### config.mk
export PLATFORM = sky130hd
export DESIGN_NAME = fair_prio_arbiter
export DESIGN_NICKNAME = d
export VERILOG_FILES = /design/src/rtl/arb_pkg.sv /design/src/rtl/arb_datapath.sv /design/src/rtl/arb_control.sv /design/src/rtl/fair_prio_arbiter.sv
export SDC_FILE = /design/constraint.sdc
export NUM_CORES = 1
export LEC_CHECK = 0
export ABC_CLOCK_PERIOD_IN_PS = 28800
export BUFFER_PORTS_ARGS = -buffer_cell sky130_fd_sc_hd__buf_2
export CAP_MARGIN = 25
export CORE_AREA = 2 2 133 167
export DETAILED_ROUTE_END_ITERATION = 8
export DIE_AREA = 0 0 135 169
export PLACE_DENSITY = 0.58
export SLEW_MARGIN = 20
export SYNTH_ARGS = -nofsm -noshare
export SYNTH_HDL_FRONTEND = slang
export SYNTH_HIERARCHICAL = 1
export SYNTH_SLANG_ARGS = --single-unit
### constraint.sdc
create_clock -name clk -period 28.8 [get_ports clk]
set_input_delay 5.76 -clock clk [delete_from_list [all_inputs] [get_ports clk]]
set_output_delay 5.76 -clock clk [all_outputs]
set_load 0.01 [all_outputs]
### src/rtl/arb_pkg.sv
package arb_pkg;

  // Strobes from the control FSM to the datapath
  typedef struct packed {
    logic loadGrant;   // register the current winner
    logic dropGrant;   // clear the held grant
    logic markServed;  // lock out the requester whose grant completes
    logic newRound;    // clear all lockouts, a new round begins
    logic clearBars;   // fairness off: clear all lockouts
  } arbStrobes_t;

  typedef enum logic {
    ST_IDLE = 1'b0,
    ST_HOLD = 1'b1
  } arbState_t;

endpackage

### src/rtl/arb_datapath.sv
module arb_datapath
  import arb_pkg::*;
#(
  parameter int NUM_REQ = 16,
  parameter int PRIO_W  = 4,
  parameter int IDX_W   = (NUM_REQ > 1) ? $clog2(NUM_REQ) : 1
) (
  input  logic               clk,
  input  logic               rst,
  input  logic [NUM_REQ-1:0] reqVec,
  input  logic               fairEn,
  input  logic               prioWrEn,
  input  logic [IDX_W-1:0]   prioWrIdx,
  input  logic [PRIO_W-1:0]  prioWrData,
  input  arbStrobes_t        strobes,
  output logic [NUM_REQ-1:0] grantVec,
  output logic [IDX_W-1:0]   grantIdx,
  output logic               anyCand,
  output logic               freshEmpty
);

  logic [NUM_REQ-1:0][PRIO_W-1:0] prioReg;
  logic [NUM_REQ-1:0] barVec, barNext;
  logic [NUM_REQ-1:0] pendVec, candVec, winOneHot;
  logic [IDX_W-1:0]   winIdx;
  logic [PRIO_W-1:0]  winPrio;
  logic               winFound;

  // Priority registers: reset value is the requester index
  always_ff @(posedge clk) begin
    for (int i = 0; i < NUM_REQ; i++) begin
      if (rst)
        prioReg[i] <= PRIO_W'(i);
      else if (prioWrEn && (prioWrIdx == IDX_W'(i)))
        prioReg[i] <= prioWrData;
    end
  end

  // Candidate set: unlocked requesters, or all of them once none are left
  assign pendVec    = reqVec & ~barVec;
  assign freshEmpty = (pendVec == '0);
  assign candVec    = (!fairEn || freshEmpty) ? reqVec : pendVec;
  assign anyCand    = |candVec;

  // Winner: smallest priority value, the lower index wins a tie
  always_comb begin
    winIdx   = '0;
    winPrio  = '1;
    winFound = 1'b0;
    for (int i = 0; i < NUM_REQ; i++) begin
      if (candVec[i] && (!winFound || (prioReg[i] < winPrio))) begin
        winFound = 1'b1;
        winIdx   = IDX_W'(i);
        winPrio  = prioReg[i];
      end
    end
  end

  // Winner index to one-hot decode
  for (genvar g = 0; g < NUM_REQ; g++) begin : g_dec
    assign winOneHot[g] = (winIdx == IDX_W'(g));
  end

  // Lockout registers
  always_comb begin
    barNext = barVec;
    if (strobes.newRound)
      barNext = '0;
    if (strobes.markServed)
      barNext[grantIdx] = 1'b1;
    if (strobes.clearBars)
      barNext = '0;
  end

  always_ff @(posedge clk) begin
    if (rst)
      barVec <= '0;
    else
      barVec <= barNext;
  end

  // Grant registers
  always_ff @(posedge clk) begin
    if (rst) begin
      grantVec <= '0;
      grantIdx <= '0;
    end else if (strobes.loadGrant) begin
      grantVec <= winOneHot;
      grantIdx <= winIdx;
    end else if (strobes.dropGrant) begin
      grantVec <= '0;
      grantIdx <= '0;
    end
  end


  grant_onehot_chk: assert property (@(posedge clk) disable iff (rst)
    $onehot0(grantVec));


  grant_idx_match_chk: assert property (@(posedge clk) disable iff (rst)
    (grantVec != '0) |-> grantVec[grantIdx]);


  grant_hold_chk: assert property (@(posedge clk) disable iff (rst)
    ((grantVec != '0) && !strobes.dropGrant) |=> $stable(grantVec));


  grant_requested_chk: assert property (@(posedge clk) disable iff (rst)
    strobes.loadGrant |=> ((grantVec & $past(reqVec)) != '0));


  served_locked_chk: assert property (@(posedge clk) disable iff (rst)
    (strobes.markServed && !strobes.clearBars) |=> barVec[$past(grantIdx)]);


  fair_off_clear_chk: assert property (@(posedge clk) disable iff (rst)
    !fairEn |=> (barVec == '0));

endmodule

### src/rtl/arb_control.sv
module arb_control
  import arb_pkg::*;
(
  input  logic        clk,
  input  logic        rst,
  input  logic        fairEn,
  input  logic        xferDone,
  input  logic        anyCand,
  input  logic        freshEmpty,
  output arbStrobes_t strobes,
  output logic        busy
);

  arbState_t state, stateNext;

  always_comb begin
    strobes           = '0;
    strobes.clearBars = !fairEn;
    stateNext         = state;
    case (state)
      ST_IDLE: begin
        strobes.newRound = fairEn && freshEmpty;
        if (anyCand) begin
          strobes.loadGrant = 1'b1;
          stateNext         = ST_HOLD;
        end
      end
      ST_HOLD: begin
        if (xferDone) begin
          strobes.dropGrant  = 1'b1;
          strobes.markServed = fairEn;
          stateNext          = ST_IDLE;
        end
      end
      default: stateNext = ST_IDLE;
    endcase
  end

  always_ff @(posedge clk) begin
    if (rst)
      state <= ST_IDLE;
    else
      state <= stateNext;
  end

  assign busy = (state == ST_HOLD);


  hold_until_done_chk: assert property (@(posedge clk) disable iff (rst)
    (busy && !xferDone) |=> busy);


  release_after_done_chk: assert property (@(posedge clk) disable iff (rst)
    (busy && xferDone) |=> !busy);


  idle_no_cand_chk: assert property (@(posedge clk) disable iff (rst)
    (!busy && !anyCand) |=> !busy);

endmodule

### src/rtl/fair_prio_arbiter.sv
module fair_prio_arbiter
  import arb_pkg::*;
#(
  parameter int NUM_REQ = 16,
  parameter int PRIO_W  = 4,
  parameter int IDX_W   = (NUM_REQ > 1) ? $clog2(NUM_REQ) : 1
) (
  input  logic               clk,
  input  logic               rst,
  input  logic [NUM_REQ-1:0] reqVec,
  input  logic               fairEn,
  input  logic               xferDone,
  input  logic               prioWrEn,
  input  logic [IDX_W-1:0]   prioWrIdx,
  input  logic [PRIO_W-1:0]  prioWrData,
  output logic [NUM_REQ-1:0] grantVec,
  output logic [IDX_W-1:0]   grantIdx,
  output logic               busy
);

  arbStrobes_t strobes;
  logic        anyCand;
  logic        freshEmpty;

  arb_control ctrl_i (
    .clk        (clk),
    .rst        (rst),
    .fairEn     (fairEn),
    .xferDone   (xferDone),
    .anyCand    (anyCand),
    .freshEmpty (freshEmpty),
    .strobes    (strobes),
    .busy       (busy)
  );

  arb_datapath #(
    .NUM_REQ (NUM_REQ),
    .PRIO_W  (PRIO_W),
    .IDX_W   (IDX_W)
  ) dp_i (
    .clk        (clk),
    .rst        (rst),
    .reqVec     (reqVec),
    .fairEn     (fairEn),
    .prioWrEn   (prioWrEn),
    .prioWrIdx  (prioWrIdx),
    .prioWrData (prioWrData),
    .strobes    (strobes),
    .grantVec   (grantVec),
    .grantIdx   (grantIdx),
    .anyCand    (anyCand),
    .freshEmpty (freshEmpty)
  );


  busy_grant_agree_chk: assert property (@(posedge clk) disable iff (rst)
    busy == (grantVec != '0));

endmodule

== Word-level counts from Yosys, hierarchy flattened ==
Cells that the tools add are included.

* Reduce and logical (&&, ||, !) cells: 71
* Mux-type cells: 61
* Eq/ne operators: 30
* Bitwise logic cells: 5
* Order comparisons: 17

{| class="wikitable"
|+ Operators with widths
! kind !! count
|-
| 4-bit two-way mux || 25
|-
| 16-bit two-way mux || 5
|-
| 4-bit equality test (second input constant) || 16
|-
| 4-bit < comparator || 15
|-
| 1-bit logical AND || 33
|-
| 4-bit by 3-bit equality test with 1-bit output (second input constant) || 8
|-
| 1-bit two-way mux || 21
|-
| 16-bit bitwise AND || 1
|-
| 4-bit by 2-bit equality test with 1-bit output (second input constant) || 4
|-
| 1-bit logical NOT || 16
|-
| 16-bit logical NOT || 1
|-
| 1-bit logical OR || 16
|-
| 16-bit inverter || 1
|-
| 16-bit OR || 1
|-
| 16-bit OR reduction || 1
|-
| 3-bit two-way mux || 4
|-
| 4-bit by 1-bit equality test with 1-bit output (second input constant) || 2
|-
| 4-bit logical NOT || 2
|-
| 2-bit two-way mux || 4
|-
| 4-bit by 5-bit < comparator with 1-bit output (second input constant) || 1
|-
| 1-bit demux with 4-bit select || 1
|-
| 4-bit by 1-bit greater-or-equal comparator with 1-bit output (second input constant) || 1
|-
| 1-bit inverter || 2
|-
| 1-bit one-hot mux with 2 select lines || 1
|-
| 2 further kinds || 2
|}

* Register bits after elaboration: 101
* Word-level logic and storage cells: 204
* Input bits: 29
* Output and inout port bits: 21

== Logic depth before layout (Yosys ltp) ==
Gate-level depths: netlist of run 1.

* Word-level depth: 68
* Depth in mapped cells: 127
* Depth with buffers taken out: 122

== By module ==
Netlist of run 1, hierarchy kept.

{| class="wikitable"
|+ Modules (own cells, without submodules)
! module !! area an instance (µm²) !! cells an instance !! instances !! seq. area each (µm²)
|-
| arb_datapath || 7274.5 || 923 || 1 || 2001.9
|-
| arb_control || 66.3 || 8 || 1 || 20.0
|}

== Worst setup path before layout of run 1 ==
OpenSTA, ideal clock, no wires.

* Path type: input port to flip-flop
* Start: input port reqVec[10]
* End: register dp_i.grantVec[11]
* Path buffers: 5
* Data required time: 28.739 ns
* Arrival: 27.025 ns
* Library setup time: 0.061 ns
* Cell stages on the path: 119
* Path slack: 1.714 ns
* Path through: nor2b_1 -> a2111oi_2 -> nand4_2 -> inv_2 -> o21ai_2 -> nor2_1 -> ha_1 -> a31oi_1 -> nand2_1 -> o211a_2 -> or2_2 -> o21ai_0 -> ha_1 -> a21boi_1 -> a31oi_1 -> and2_1 -> buf_6 -> nand2_1 -> [... 83 more ...] -> nand2_1 -> o21ai_0 -> ha_1 -> a21oi_1 -> o21ai_0 -> a211oi_1 -> nor2b_1 -> a211oi_2 -> mux2_2 -> ha_1 -> nor2_1 -> o21a_1 -> or3_1 -> a211oi_1 -> a311o_1 -> and4_1 -> buf_2 -> a32o_1

* Cells in the longest elaborated chain, start to end: 67
* Elaborated cells between the ends (all ways): 115
* Those cells by class: order compare: 15; eq/ne: 1; mux: 49; bitwise: 1; reduce/logical: 49

{| class="wikitable"
|+ Ends and longest elaborated chain
! what !! RTL line !! source
|-
| start: declaration || fair_prio_arbiter.sv:10 || <nowiki>input logic [NUM_REQ-1:0] reqVec,</nowiki>
|-
| 16-bit bitwise AND || arb_datapath.sv:40 || <nowiki>assign pendVec = reqVec & ~barVec;</nowiki>
|-
| 16-bit logical NOT || arb_datapath.sv:41 || <nowiki>assign freshEmpty = (pendVec == '0);</nowiki>
|-
| 1-bit logical OR || arb_datapath.sv:42 || <nowiki>assign candVec = (!fairEn || freshEmpty) ? reqVec : pendVec;</nowiki>
|-
| 16-bit two-way mux (*) || arb_datapath.sv:42 ||
|-
| 4-bit two-way mux / 1-bit two-way mux (equally long branches) || arb_datapath.sv:51 || <nowiki>if (candVec[i] && (!winFound || (prioReg[i] < winPrio))) begin</nowiki>
|-
| 4-bit < comparator / 1-bit logical NOT (equally long branches) || arb_datapath.sv:51 ||
|-
| 1-bit logical OR || arb_datapath.sv:51 ||
|-
| 1-bit logical AND || arb_datapath.sv:51 ||
|-
| [... 51 more ...] || n/a ||
|-
| 1-bit logical AND || arb_datapath.sv:51 ||
|-
| 4-bit two-way mux / 1-bit two-way mux (equally long branches) || arb_datapath.sv:51 ||
|-
| 4-bit < comparator / 1-bit logical NOT (equally long branches) || arb_datapath.sv:51 ||
|-
| 1-bit logical OR || arb_datapath.sv:51 ||
|-
| 1-bit logical AND || arb_datapath.sv:51 ||
|-
| 4-bit two-way mux || arb_datapath.sv:51 ||
|-
| 4-bit equality test || arb_datapath.sv:61 || <nowiki>assign winOneHot[g] = (winIdx == IDX_W'(g));</nowiki>
|-
| 16-bit two-way mux || arb_datapath.sv:87 || <nowiki>end else if (strobes.loadGrant) begin</nowiki>
|-
| end signal: assignment || arb_datapath.sv:88 || <nowiki>grantVec <= winOneHot;</nowiki>
|-
| end: declaration || arb_datapath.sv:16 || <nowiki>output logic [NUM_REQ-1:0] grantVec,</nowiki>
|}

Every way passes the cells marked *; elsewhere a longest branch is shown, timed or not.
A chain may end at the register's enable or synchronous reset.

== Worst setup path after layout of run 1 ==
* Start: input port reqVec[1]
* End: register dp_i.grantVec[6]

* Cells in the longest elaborated chain, start to end: 67
* Elaborated cells between the ends (all ways): 115
* Those cells by class: order compare: 15; eq/ne: 1; mux: 49; bitwise: 1; reduce/logical: 49

{| class="wikitable"
|+ Ends and longest elaborated chain
! what !! RTL line !! source
|-
| 16-bit bitwise AND (*) || arb_datapath.sv:40 ||
|-
| 16-bit logical NOT (*) || arb_datapath.sv:41 ||
|-
| via freshEmpty || fair_prio_arbiter.sv:23 || <nowiki>logic freshEmpty;</nowiki>
|-
| 1-bit logical OR (*) || arb_datapath.sv:42 ||
|-
| 16-bit two-way mux (*) || arb_datapath.sv:42 ||
|-
| 4-bit two-way mux / 1-bit two-way mux (equally long branches) || arb_datapath.sv:51 ||
|-
| 4-bit < comparator / 1-bit logical NOT (equally long branches) || arb_datapath.sv:51 ||
|-
| 1-bit logical OR || arb_datapath.sv:51 ||
|-
| [... 52 more ...] || n/a ||
|-
| 1-bit logical AND || arb_datapath.sv:51 ||
|-
| 4-bit two-way mux / 1-bit two-way mux (equally long branches) || arb_datapath.sv:51 ||
|-
| 4-bit < comparator / 1-bit logical NOT (equally long branches) || arb_datapath.sv:51 ||
|-
| 1-bit logical OR || arb_datapath.sv:51 ||
|-
| 1-bit logical AND || arb_datapath.sv:51 ||
|-
| 4-bit two-way mux || arb_datapath.sv:51 ||
|-
| 4-bit by 3-bit equality test with 1-bit output || arb_datapath.sv:61 ||
|-
| 16-bit two-way mux || arb_datapath.sv:87 ||
|}

Mark *: on every way through the listed nets, which the timed path passes. The rest lies on a longest branch.

==> impl_metrics.tcl, run 1 <==
set metrics [dict create \
    outcome "finished, final reports clean" \
    syn_nets 979 \
    crit_slowest_cell "or3_1" \
    yosys.area.top_type "dfxtp_1" \
    synth-edff-count 0 \
    first_pass_iters 6 \
    wl_met3_microns 638 \
    die_area_sq_um 22800 \
    crit_buf_inv 13 \
    p_total_w 0.000664 \
    ys_types 90 \
    cts_num_sinks 101 \
    fillCellCount 2238 \
    critPathArrivalTime_ps 27220 \
    highest_layer "met4" \
    multi_input_area_sq_um 4990 \
    clk_pin_slew_ps 70 \
    viasPerCell 5.61 \
    preCtsSetupSlack_ps 360 \
    cts_tree "yes" \
    root_buffer "clkbuf_16" \
    cts_buffers 9 \
    drive_gt1_share_pct 16.9 \
    min-delay-start "dp_i/grantVec[3]$_SDFFE_PP0P_" \
    die_w_microns 135 \
    wl_per_cell_microns 17.8 \
    die_h_microns 169 \
    clkLatencyLatePin_ps 350 \
    cp-end-kind "flip-flop" \
    whs_ps 475 \
    dr_total_vias 7079 \
    seq_area_sq_um 2020 \
    fin_util_pct 38.9 \
    grt_max_degree 45 \
    instances_no_fill 1261 \
    drv_cap 0 \
    async_flop_share_pct 0 \
    io-pin-count 50 \
    syn_inst 931 \
    io_buffer_count 49 \
    start_util_pct 34.4 \
    crit_top_cell "ha_1" \
    fin_crit_ps 26930 \
    gp_congestion 0.903 \
    clock_path_buffers 2 \
    total_leakage_power_nw 3.28 \
    avgSynthCellArea_sq_um 7.88 \
    fmax_mhz 37.1 \
    grt_pass1_vias 6979 \
    crit_fanout 8 \
    relSlewSlack_pct 39.6 \
    coreArea_sq_um 21300 \
    area_delta_synth_final_pct 13.1 \
    critPathRequiredTime_ps 29090 \
    ys.flop_type "dfxtp_1" \
    hold_path_class "flip-flop to flip-flop" \
    first_iter_violations 481 \
    track_usage_pct 19.7 \
    drc 0 \
    syn_area_sq_um 7340 \
    row_count 60 \
    setup_ws_ps 1870 \
    antenna_found_initial 0 \
    overflow 0 \
    cp_top_family "compound AO/OA/AOI/OAI gates" \
    ys_seq_area_share_pct 27.5 \
    yosys_warnings 6 \
    r2r_slack_ps 7000 \
    worst_clock_skew_ps 7.76 \
    p_per_area_nw_per_um2 80.0 \
    hold_depth 1 \
    yosysTopAreaCellShare_pct 27.5 \
    drt-met1-wl_mm 10.1 \
    cp-start-kind "primary input" \
    routed_wl_mm 22.5 \
    dpl.hpwl_mm 17.2 \
    dp_cells 1239 \
    crit_type "primary input to flip-flop" \
    r2r-end "dp_i/grantVec[6]$_SDFFE_PP0P_" \
    worst_path_largest_cell_delay_ps 400 \
    fin_crit_sh_pct 93.5 \
    ant_nets 0 \
    met2WireLength_mm 11.1 \
    reg2reg_depth 116 \
    hold_buffers 0 \
    final_nets 1025 \
    cts_max_level 3 \
    finalHoldViolCount 0 \
    synth_area_leaders "dfxtp_1, mux2i_1, nand2_1" \
    worstMarginPinSlew_ps 899 \
    drv_slew 0 \
    worstReg2RegStart "dp_i/barVec[13]$_SDFF_PP0_" \
    hold_end "dp_i/grantVec[3]$_SDFFE_PP0P_" \
    grt_pass1_wl_mm 36.2 \
    setup_viol 0 \
    vdd_drop_max_mv 0.0443 \
    ys_ff_latch 101 \
    antenna_cells 0 \
]
cells by family (layout without fill, tap and decap cells):
logic type	Yosys count	count (layout)	share of synthesized area (%)
adder cells (fa/ha/maj)	29	29	4.60
AO/OA/AOI/OAI	266	266	27.5
flip-flops	101	101	27.5
XOR/XNOR	3	3	0.358
AND/OR/NAND/NOR	362	362	24.2
multiplexers	72	72	10.2
buffers and inverters	98	149	5.62
layer usage:
metal | global-route usage [%] | vias up
met2 | 34.6 | 152
met5 | 0 | -
li1 | - | 3496
met4 | 6.93 | 0
met3 | 1.83 | 40
met1 | 25.1 | 3391
report_power, final:
group          total (W)  internal, W  switching (W)
Combinational   0.000384     0.000163       0.000221
Clock           0.000119    0.0000620      0.0000572
Sequential      0.000161     0.000150      0.0000105
synthesized netlist by cell type (13+ instances only):
master	count
inv_1	59
clkbuf_1	23
nand2_1	104
and2_1	16
or3_1	14
nand3_1	27
nor2_1	104
ha_1	19
mux2_2	13
a21oi_1	38
mux2i_1	56
dfxtp_1	101
o21ai_0	35
a22oi_1	19
a32o_1	13
nor2b_1	21
o211ai_1	19
final cells by class:
class                           count  area share, %
Clock inverter                      5          0.513
Tap cell                          279           4.21
Inverter                           60           2.74
Sequential cell                   101           24.4
Timing Repair Buffer               73           5.13
Multi-Input combinational cell    732           60.1
Clock buffer                       11           2.92
cells in the final DEF, fill, tap and decap left out, types with 7 or more instances in the layout:
cell type	n
and2_1	16
clkbuf_16	9
nor2_1	102
o211ai_1	19
nor3_1	8
dfxtp_1	101
or3_1	14
o21ai_0	30
a21oi_1	37
a22oi_1	19
nor2b_1	21
mux2_2	13
a21o_1	12
nand2b_1	11
buf_2	49
nand3b_1	7
inv_1	59
ha_1	18
nand3_1	27
buf_4	24
nand2_1	103
o21ai_1	11
o22ai_1	12
a21boi_0	9
mux2i_1	55
maj3_1	10
or2_2	10
and3_1	10
a32o_1	13
through the flow:
step | cell area [sq um] | setup TNS [ps]
detailed placement | 7880 | 0
floorplan | 7340 | 0
finish | 8300 | 0
global route | 8300 | -43.0
global placement | 7880 | 0
CTS | 8170 | 0
registers in the layout, summed over array words and instances, names as in the netlist:
signal / flops
dp_i/prioReg: 64
dp_i/grantVec: 16
ctrl_i/busy: 1
dp_i/grantIdx: 4
dp_i/barVec: 16
worst max-delay path by stage:
stage | start | endpoint | slack, ps | cells past startpoint
floorplan | reqVec[10] | dp_i/grantVec[11]$_SDFFE_PP0P_ | 1710 | 119
CTS | reqVec[1] | dp_i/grantVec[5]$_SDFFE_PP0P_ | 690 | 115
global placement | reqVec[12] | dp_i/grantVec[5]$_SDFFE_PP0P_ | 680 | 116
detailed placement | reqVec[1] | dp_i/grantVec[5]$_SDFFE_PP0P_ | 360 | 115
global route | reqVec[7] | dp_i/grantVec[6]$_SDFFE_PP0P_ | -20 | 118
finish | reqVec[1] | dp_i/grantVec[6]$_SDFFE_PP0P_ | 1870 | 117
worst register-to-register path, delay by kind of cell, from the launching register on:
| kind | cells | cell delay [ps] |
|---|---|---|
| flip-flops | 1 | 370 |
| multiplexers | 7 | 1960 |
| adder cells (fa/ha/maj) | 15 | 4320 |
| AND/OR/NAND/NOR | 38 | 5790 |
| buffers and inverters | 12 | 920 |
| AO/OA/AOI/OAI | 44 | 8410 |
repair_timing:
action | 4_1_cts | 5_1_grt
resized for setup | 0 | 29
setup endpoints to repair | 0 | 20
setup buffers | 0 | 6
No activity file was read; power rests on OpenSTA's default activity.
==> inputs of run 2 (changes only) <==
--- a/config.mk
+++ b/config.mk
@@ -12,6 +12,7 @@
 export DETAILED_ROUTE_END_ITERATION = 8
 export DIE_AREA = 0 0 135 169
 export PLACE_DENSITY = 0.58
+export REMOVE_ABC_BUFFERS = 1
 export SLEW_MARGIN = 20
 export SYNTH_ARGS = -nofsm -noshare
 export SYNTH_HDL_FRONTEND = slang
==> impl_metrics.tcl, run 2 (synthesized netlist as in run 1, its figures left out) <==
set metrics [dict create \
    outcome "finished, final reports clean" \
    drive_gt1_share_pct 17.1 \
    worst_clock_skew_ps 12.2 \
    multi_input_area_sq_um 5020 \
    cp-end-kind "flip-flop" \
    io_buffer_count 49 \
    ant_nets 0 \
    area_delta_synth_final_pct 13.9 \
    row_count 60 \
    crit_fanout 10 \
    viasPerCell 5.59 \
    hold_buffers 0 \
    gp_congestion 0.907 \
    hold_path_class "flip-flop to flip-flop" \
    reg2reg_depth 119 \
    grt_pass1_wl_mm 36.5 \
    total_leakage_power_nw 3.31 \
    track_usage_pct 20.2 \
    fmax_mhz 36.8 \
    fin_util_pct 39.2 \
    finalHoldViolCount 0 \
    clock_path_buffers 2 \
    dr_total_vias 7056 \
    whs_ps 471 \
    largest_registers "dp_i/prioReg (64), dp_i/barVec (16), dp_i/grantVec (16)" \
    dp_cells 1238 \
    placed_area_sq_um 7880 \
    fin_crit_ps 27190 \
    cts_tree "yes" \
    crit_type "primary input to flip-flop" \
    fillCellCount 2277 \
    fin_area_sq_um 8360 \
    instances_no_fill 1262 \
    wl_met3_microns 877 \
    cts_num_sinks 101 \
    cts_max_level 3 \
    crit_slowest_cell "or3_1" \
    wl_per_cell_microns 18.2 \
    die_h_microns 169 \
    hold_depth 1 \
    seq_area_sq_um 2020 \
    die_w_microns 135 \
    critPathArrivalTime_ps 27500 \
    root_buffer "clkbuf_16" \
    coreArea_sq_um 21300 \
    clk_pin_slew_ps 90 \
    final_common_cell "nand2_1" \
    drc 0 \
    first_pass_iters 5 \
    overflow 0 \
    antenna_cells 0 \
    drv_cap 0 \
    final_nets 1026 \
    dpl.hpwl_mm 17.2 \
    io-pin-count 50 \
    final_cell_mix "nand2_1, nor2_1, dfxtp_1" \
    clkLatencyLatePin_ps 370 \
    p_per_area_nw_per_um2 81.6 \
    drt-met1-wl_mm 9.82 \
    met2WireLength_mm 11.6 \
    fin_setup_tns_ps 0 \
    grt_pass1_vias 6814 \
    first_iter_violations 518 \
    worst_path_largest_cell_delay_ps 410 \
    antenna_found_initial 0 \
    fin_crit_sh_pct 94.4 \
    regMostFlops "dp_i/prioReg" \
    start_util_pct 34.4 \
    highest_layer "met4" \
    critPathRequiredTime_ps 29120 \
    worstMarginPinSlew_ps 886 \
    setup_viol 0 \
    grt_max_degree 45 \
    cp-start-kind "primary input" \
    relSlewSlack_pct 40.4 \
    die_area_sq_um 22800 \
    routed_wl_mm 22.9 \
    drv_slew 0 \
    cts_buffers 9 \
    vdd_drop_max_mv 0.0488 \
    largest_reg_flops 64 \
]
[run 2: worst max-delay path, delay by kind of cell]
kind	cells	cell delay, ps
compound gates	46	8350
simple gates	40	6430
mux	6	1750
fa+ha+maj	15	4100
buf+inv	13	1050
[run 2: final timing paths]
kind / slack, ps / start / endpoint
setup / recovery: 1610 / reqVec[10] / dp_i/grantVec[3]$_SDFFE_PP0P_
hold reg to reg: 470 / dp_i/grantVec[2]$_SDFFE_PP0P_ / dp_i/grantVec[2]$_SDFFE_PP0P_
setup reg to reg: 6790 / dp_i/barVec[6]$_SDFF_PP0_ / dp_i/grantVec[3]$_SDFFE_PP0P_
hold / removal: 470 / dp_i/grantVec[2]$_SDFFE_PP0P_ / dp_i/grantVec[2]$_SDFFE_PP0P_
[run 2: report_power, final]
group	switching, W	total, W	internal (W)
Combinational	0.000225	0.000394	0.000170
Clock	0.0000650	0.000127	0.0000624
Sequential	0.0000101	0.000160	0.000150
[run 2: per-stage QoR]
stage / power, W / setup WS [ps]
4_1_cts: 0.000647 / 212
6_report: 0.000682 / 1610
3_3_place_gp: 0.000516 / 283
3_5_place_dp: 0.000517 / -16.5
5_1_grt: 0.000735 / -36.4
2_1_floorplan: 0.000415 / 1740
[run 2: final cells by class]
| class | count | share of cell area (%) |
|---|---|---|
| clock buffers | 9 | 2.69 |
| clock inverters | 7 | 1.03 |
| inverters | 60 | 2.69 |
| multi-input cells | 732 | 60.0 |
| flip-flops and latches | 101 | 24.2 |
| well taps | 279 | 4.18 |
| repair buffers | 74 | 5.18 |
[run 2: repair_timing]
item	CTS	global route
resized for setup	0	34
setup buffers	0	8
setup endpoints to repair	0	20
[run 2: routing by layer]
| metal | up-vias | GRT usage [%] |
|---|---|---|
| met5 | - | 0 |
| met4 | 0 | 7.65 |
| met3 | 41 | 2.34 |
| met2 | 154 | 35.8 |
| met1 | 3349 | 24.9 |
| li1 | 3512 | - |
==> inputs of run 3 (changes only) <==
--- a/config.mk
+++ b/config.mk
@@ -8,9 +8,9 @@
 export ABC_CLOCK_PERIOD_IN_PS = 28800
 export BUFFER_PORTS_ARGS = -buffer_cell sky130_fd_sc_hd__buf_2
 export CAP_MARGIN = 25
-export CORE_AREA = 2 2 133 167
+export CORE_AREA = 2 2 148 150
 export DETAILED_ROUTE_END_ITERATION = 8
-export DIE_AREA = 0 0 135 169
+export DIE_AREA = 0 0 150 152
 export PLACE_DENSITY = 0.58
 export REMOVE_ABC_BUFFERS = 1
 export SLEW_MARGIN = 20
==> impl_metrics.tcl, run 3 (synthesized netlist as in run 1, its figures left out) <==
set metrics [dict create \
    outcome "finished, final reports clean" \
    viasPerCell 5.53 \
    dr_total_vias 7114 \
    die_h_microns 152 \
    dpl.hpwl_mm 17.2 \
    track_usage_pct 20.2 \
    whs_ps 464 \
    cp-start-kind "primary input" \
    root_buffer "clkbuf_16" \
    finalHoldViolCount 0 \
    worst_path_largest_cell_delay_ps 410 \
    area_delta_synth_final_pct 16.0 \
    cp-end-kind "flip-flop" \
    io_buffer_count 49 \
    fin_crit_sh_pct 94.0 \
    combPwrFrac_pct 58.0 \
    crit_top_cell "ha_1" \
    antenna_found_initial 0 \
    crit_fanout 7 \
    first_pass_iters 5 \
    cts_tree "yes" \
    final_nets 1050 \
    crit_type "primary input to flip-flop" \
    fin_crit_ps 27080 \
    row_count 54 \
    multi_input_area_sq_um 4950 \
    coreArea_sq_um 21400 \
    antenna_cells 0 \
    clock_path_buffers 2 \
    seq_area_sq_um 2020 \
    crit_slowest_cell "or3_1" \
    preCtsSetupSlack_ps 648 \
    critPathRequiredTime_ps 29100 \
    drv_slew 0 \
    drc 0 \
    critPathArrivalTime_ps 27370 \
    die_area_sq_um 22800 \
    fin_util_pct 39.9 \
    grt_pass1_wl_mm 36.8 \
    p_int_w 0.000433 \
    drive_gt1_share_pct 18.0 \
    netSwitchingFraction_pct 40.4 \
    grt_pass1_vias 6743 \
    fmax_mhz 36.9 \
    final_common_cell "nand2_1" \
    largest_registers "dp_i/prioReg (64), dp_i/barVec (16), dp_i/grantVec (16)" \
    p_per_area_nw_per_um2 85.4 \
    io-pin-count 50 \
    grt_max_degree 45 \
    largest_reg_flops 64 \
    total_leakage_power_nw 3.43 \
    overflow 0 \
    setup_viol 0 \
    setup_ws_ps 1720 \
    clk_pin_slew_ps 70 \
    worstMarginPinSlew_ps 703 \
    hold_path_class "flip-flop to flip-flop" \
    regMostFlops "dp_i/prioReg" \
    cts_num_sinks 101 \
    clkLatencyLatePin_ps 360 \
    relSlewSlack_pct 53.0 \
    fillCellCount 2278 \
    seq_power_share_pct 21.9 \
    routed_wl_mm 22.8 \
    cts_max_level 3 \
    worst_clock_skew_ps 8.05 \
    gp_congestion 0.941 \
    drv_cap 0 \
    final_cell_mix "nand2_1, nor2_1, dfxtp_1" \
    cts_buffers 9 \
    wl_per_cell_microns 17.7 \
    die_w_microns 150 \
    first_iter_violations 408 \
    clock_power_share_pct 20.1 \
    ant_nets 0 \
    vdd_drop_max_mv 0.0472 \
    start_util_pct 34.4 \
    hold_buffers 0 \
    p_total_w 0.000727 \
    switching_power_w 0.000294 \
    fin_setup_tns_ps 0 \
]
-- run 3: changes by cell type in the layout (fill, tap and decap cells not counted), moves of 2 or more --
cell and change:
a21oi_1 +2, a21oi_2 -2, a31oi_1 +2, buf_4 +24, bufinv_16 +3, clkinv_8 -3
o21ai_0 +3, o21ai_2 -2
-- run 3: layout make-up --
| type | instances | share of cell area [%] |
|---|---|---|
| clock buffers | 11 | 2.85 |
| clock inverters | 5 | 1.25 |
| inverters | 60 | 2.67 |
| multi-input cells | 732 | 58.2 |
| flip-flops and latches | 101 | 23.7 |
| well taps | 280 | 4.11 |
| repair buffers | 98 | 7.20 |
-- run 3: path summary, 6_finish.rpt --
| check | slack (ps) | cells past startpoint | endpoint | from |
|---|---|---|---|---|
| max | 1720 | 117 | dp_i/grantVec[0]$_SDFFE_PP0P_ | reqVec[10] |
| min | 460 | 1 | dp_i/grantVec[2]$_SDFFE_PP0P_ | dp_i/grantVec[2]$_SDFFE_PP0P_ |
| max reg2reg | 6870 | 116 | dp_i/grantVec[0]$_SDFFE_PP0P_ | dp_i/barVec[6]$_SDFF_PP0_ |
| min reg2reg | 460 | 1 | dp_i/grantVec[2]$_SDFFE_PP0P_ | dp_i/grantVec[2]$_SDFFE_PP0P_ |
-- run 3: worst max-delay path, delay by kind of cell --
family | cells | cell delay [ps]
mux | 6 | 1570
fa+ha+maj | 15 | 4350
buf+inv | 14 | 1170
simple gates | 35 | 5590
compound gates | 47 | 8970
-- run 3: metal layers --
metal / vias to the layer above / global-route usage [%] / wire [microns]
met2: 126 / 34.4 / 11200
li1: 3549 / - / -
met4: 0 / 4.04 / 291
met1: 3416 / 27.2 / 10600
met3: 23 / 2.58 / 685
met5: - / 0 / 0
-- run 3: what timing repair did --
item,in CTS,in global routing
endpoints found under the setup margin,0,20
buffers inserted,0,5
hold endpoints to repair,0,0
resized for setup,0,18
-- run 3: stage by stage --
stage,instances,cell area [sq um]
6_report,1287,8510
5_1_grt,1287,8510
4_1_cts,1282,8430
3_5_place_dp,1266,8080
3_3_place_gp,1266,8080
2_1_floorplan,893,7150
-- run 3: power by group through the flow --
stage          combinational [W]  clock, W  sequential, W
3_3_place_gp            0.000406         0       0.000162
3_5_place_dp            0.000409         0       0.000163
5_1_grt                 0.000470  0.000154       0.000161
4_1_cts                 0.000411  0.000150       0.000159
6_report                0.000421  0.000146       0.000159
2_1_floorplan           0.000250         0       0.000165
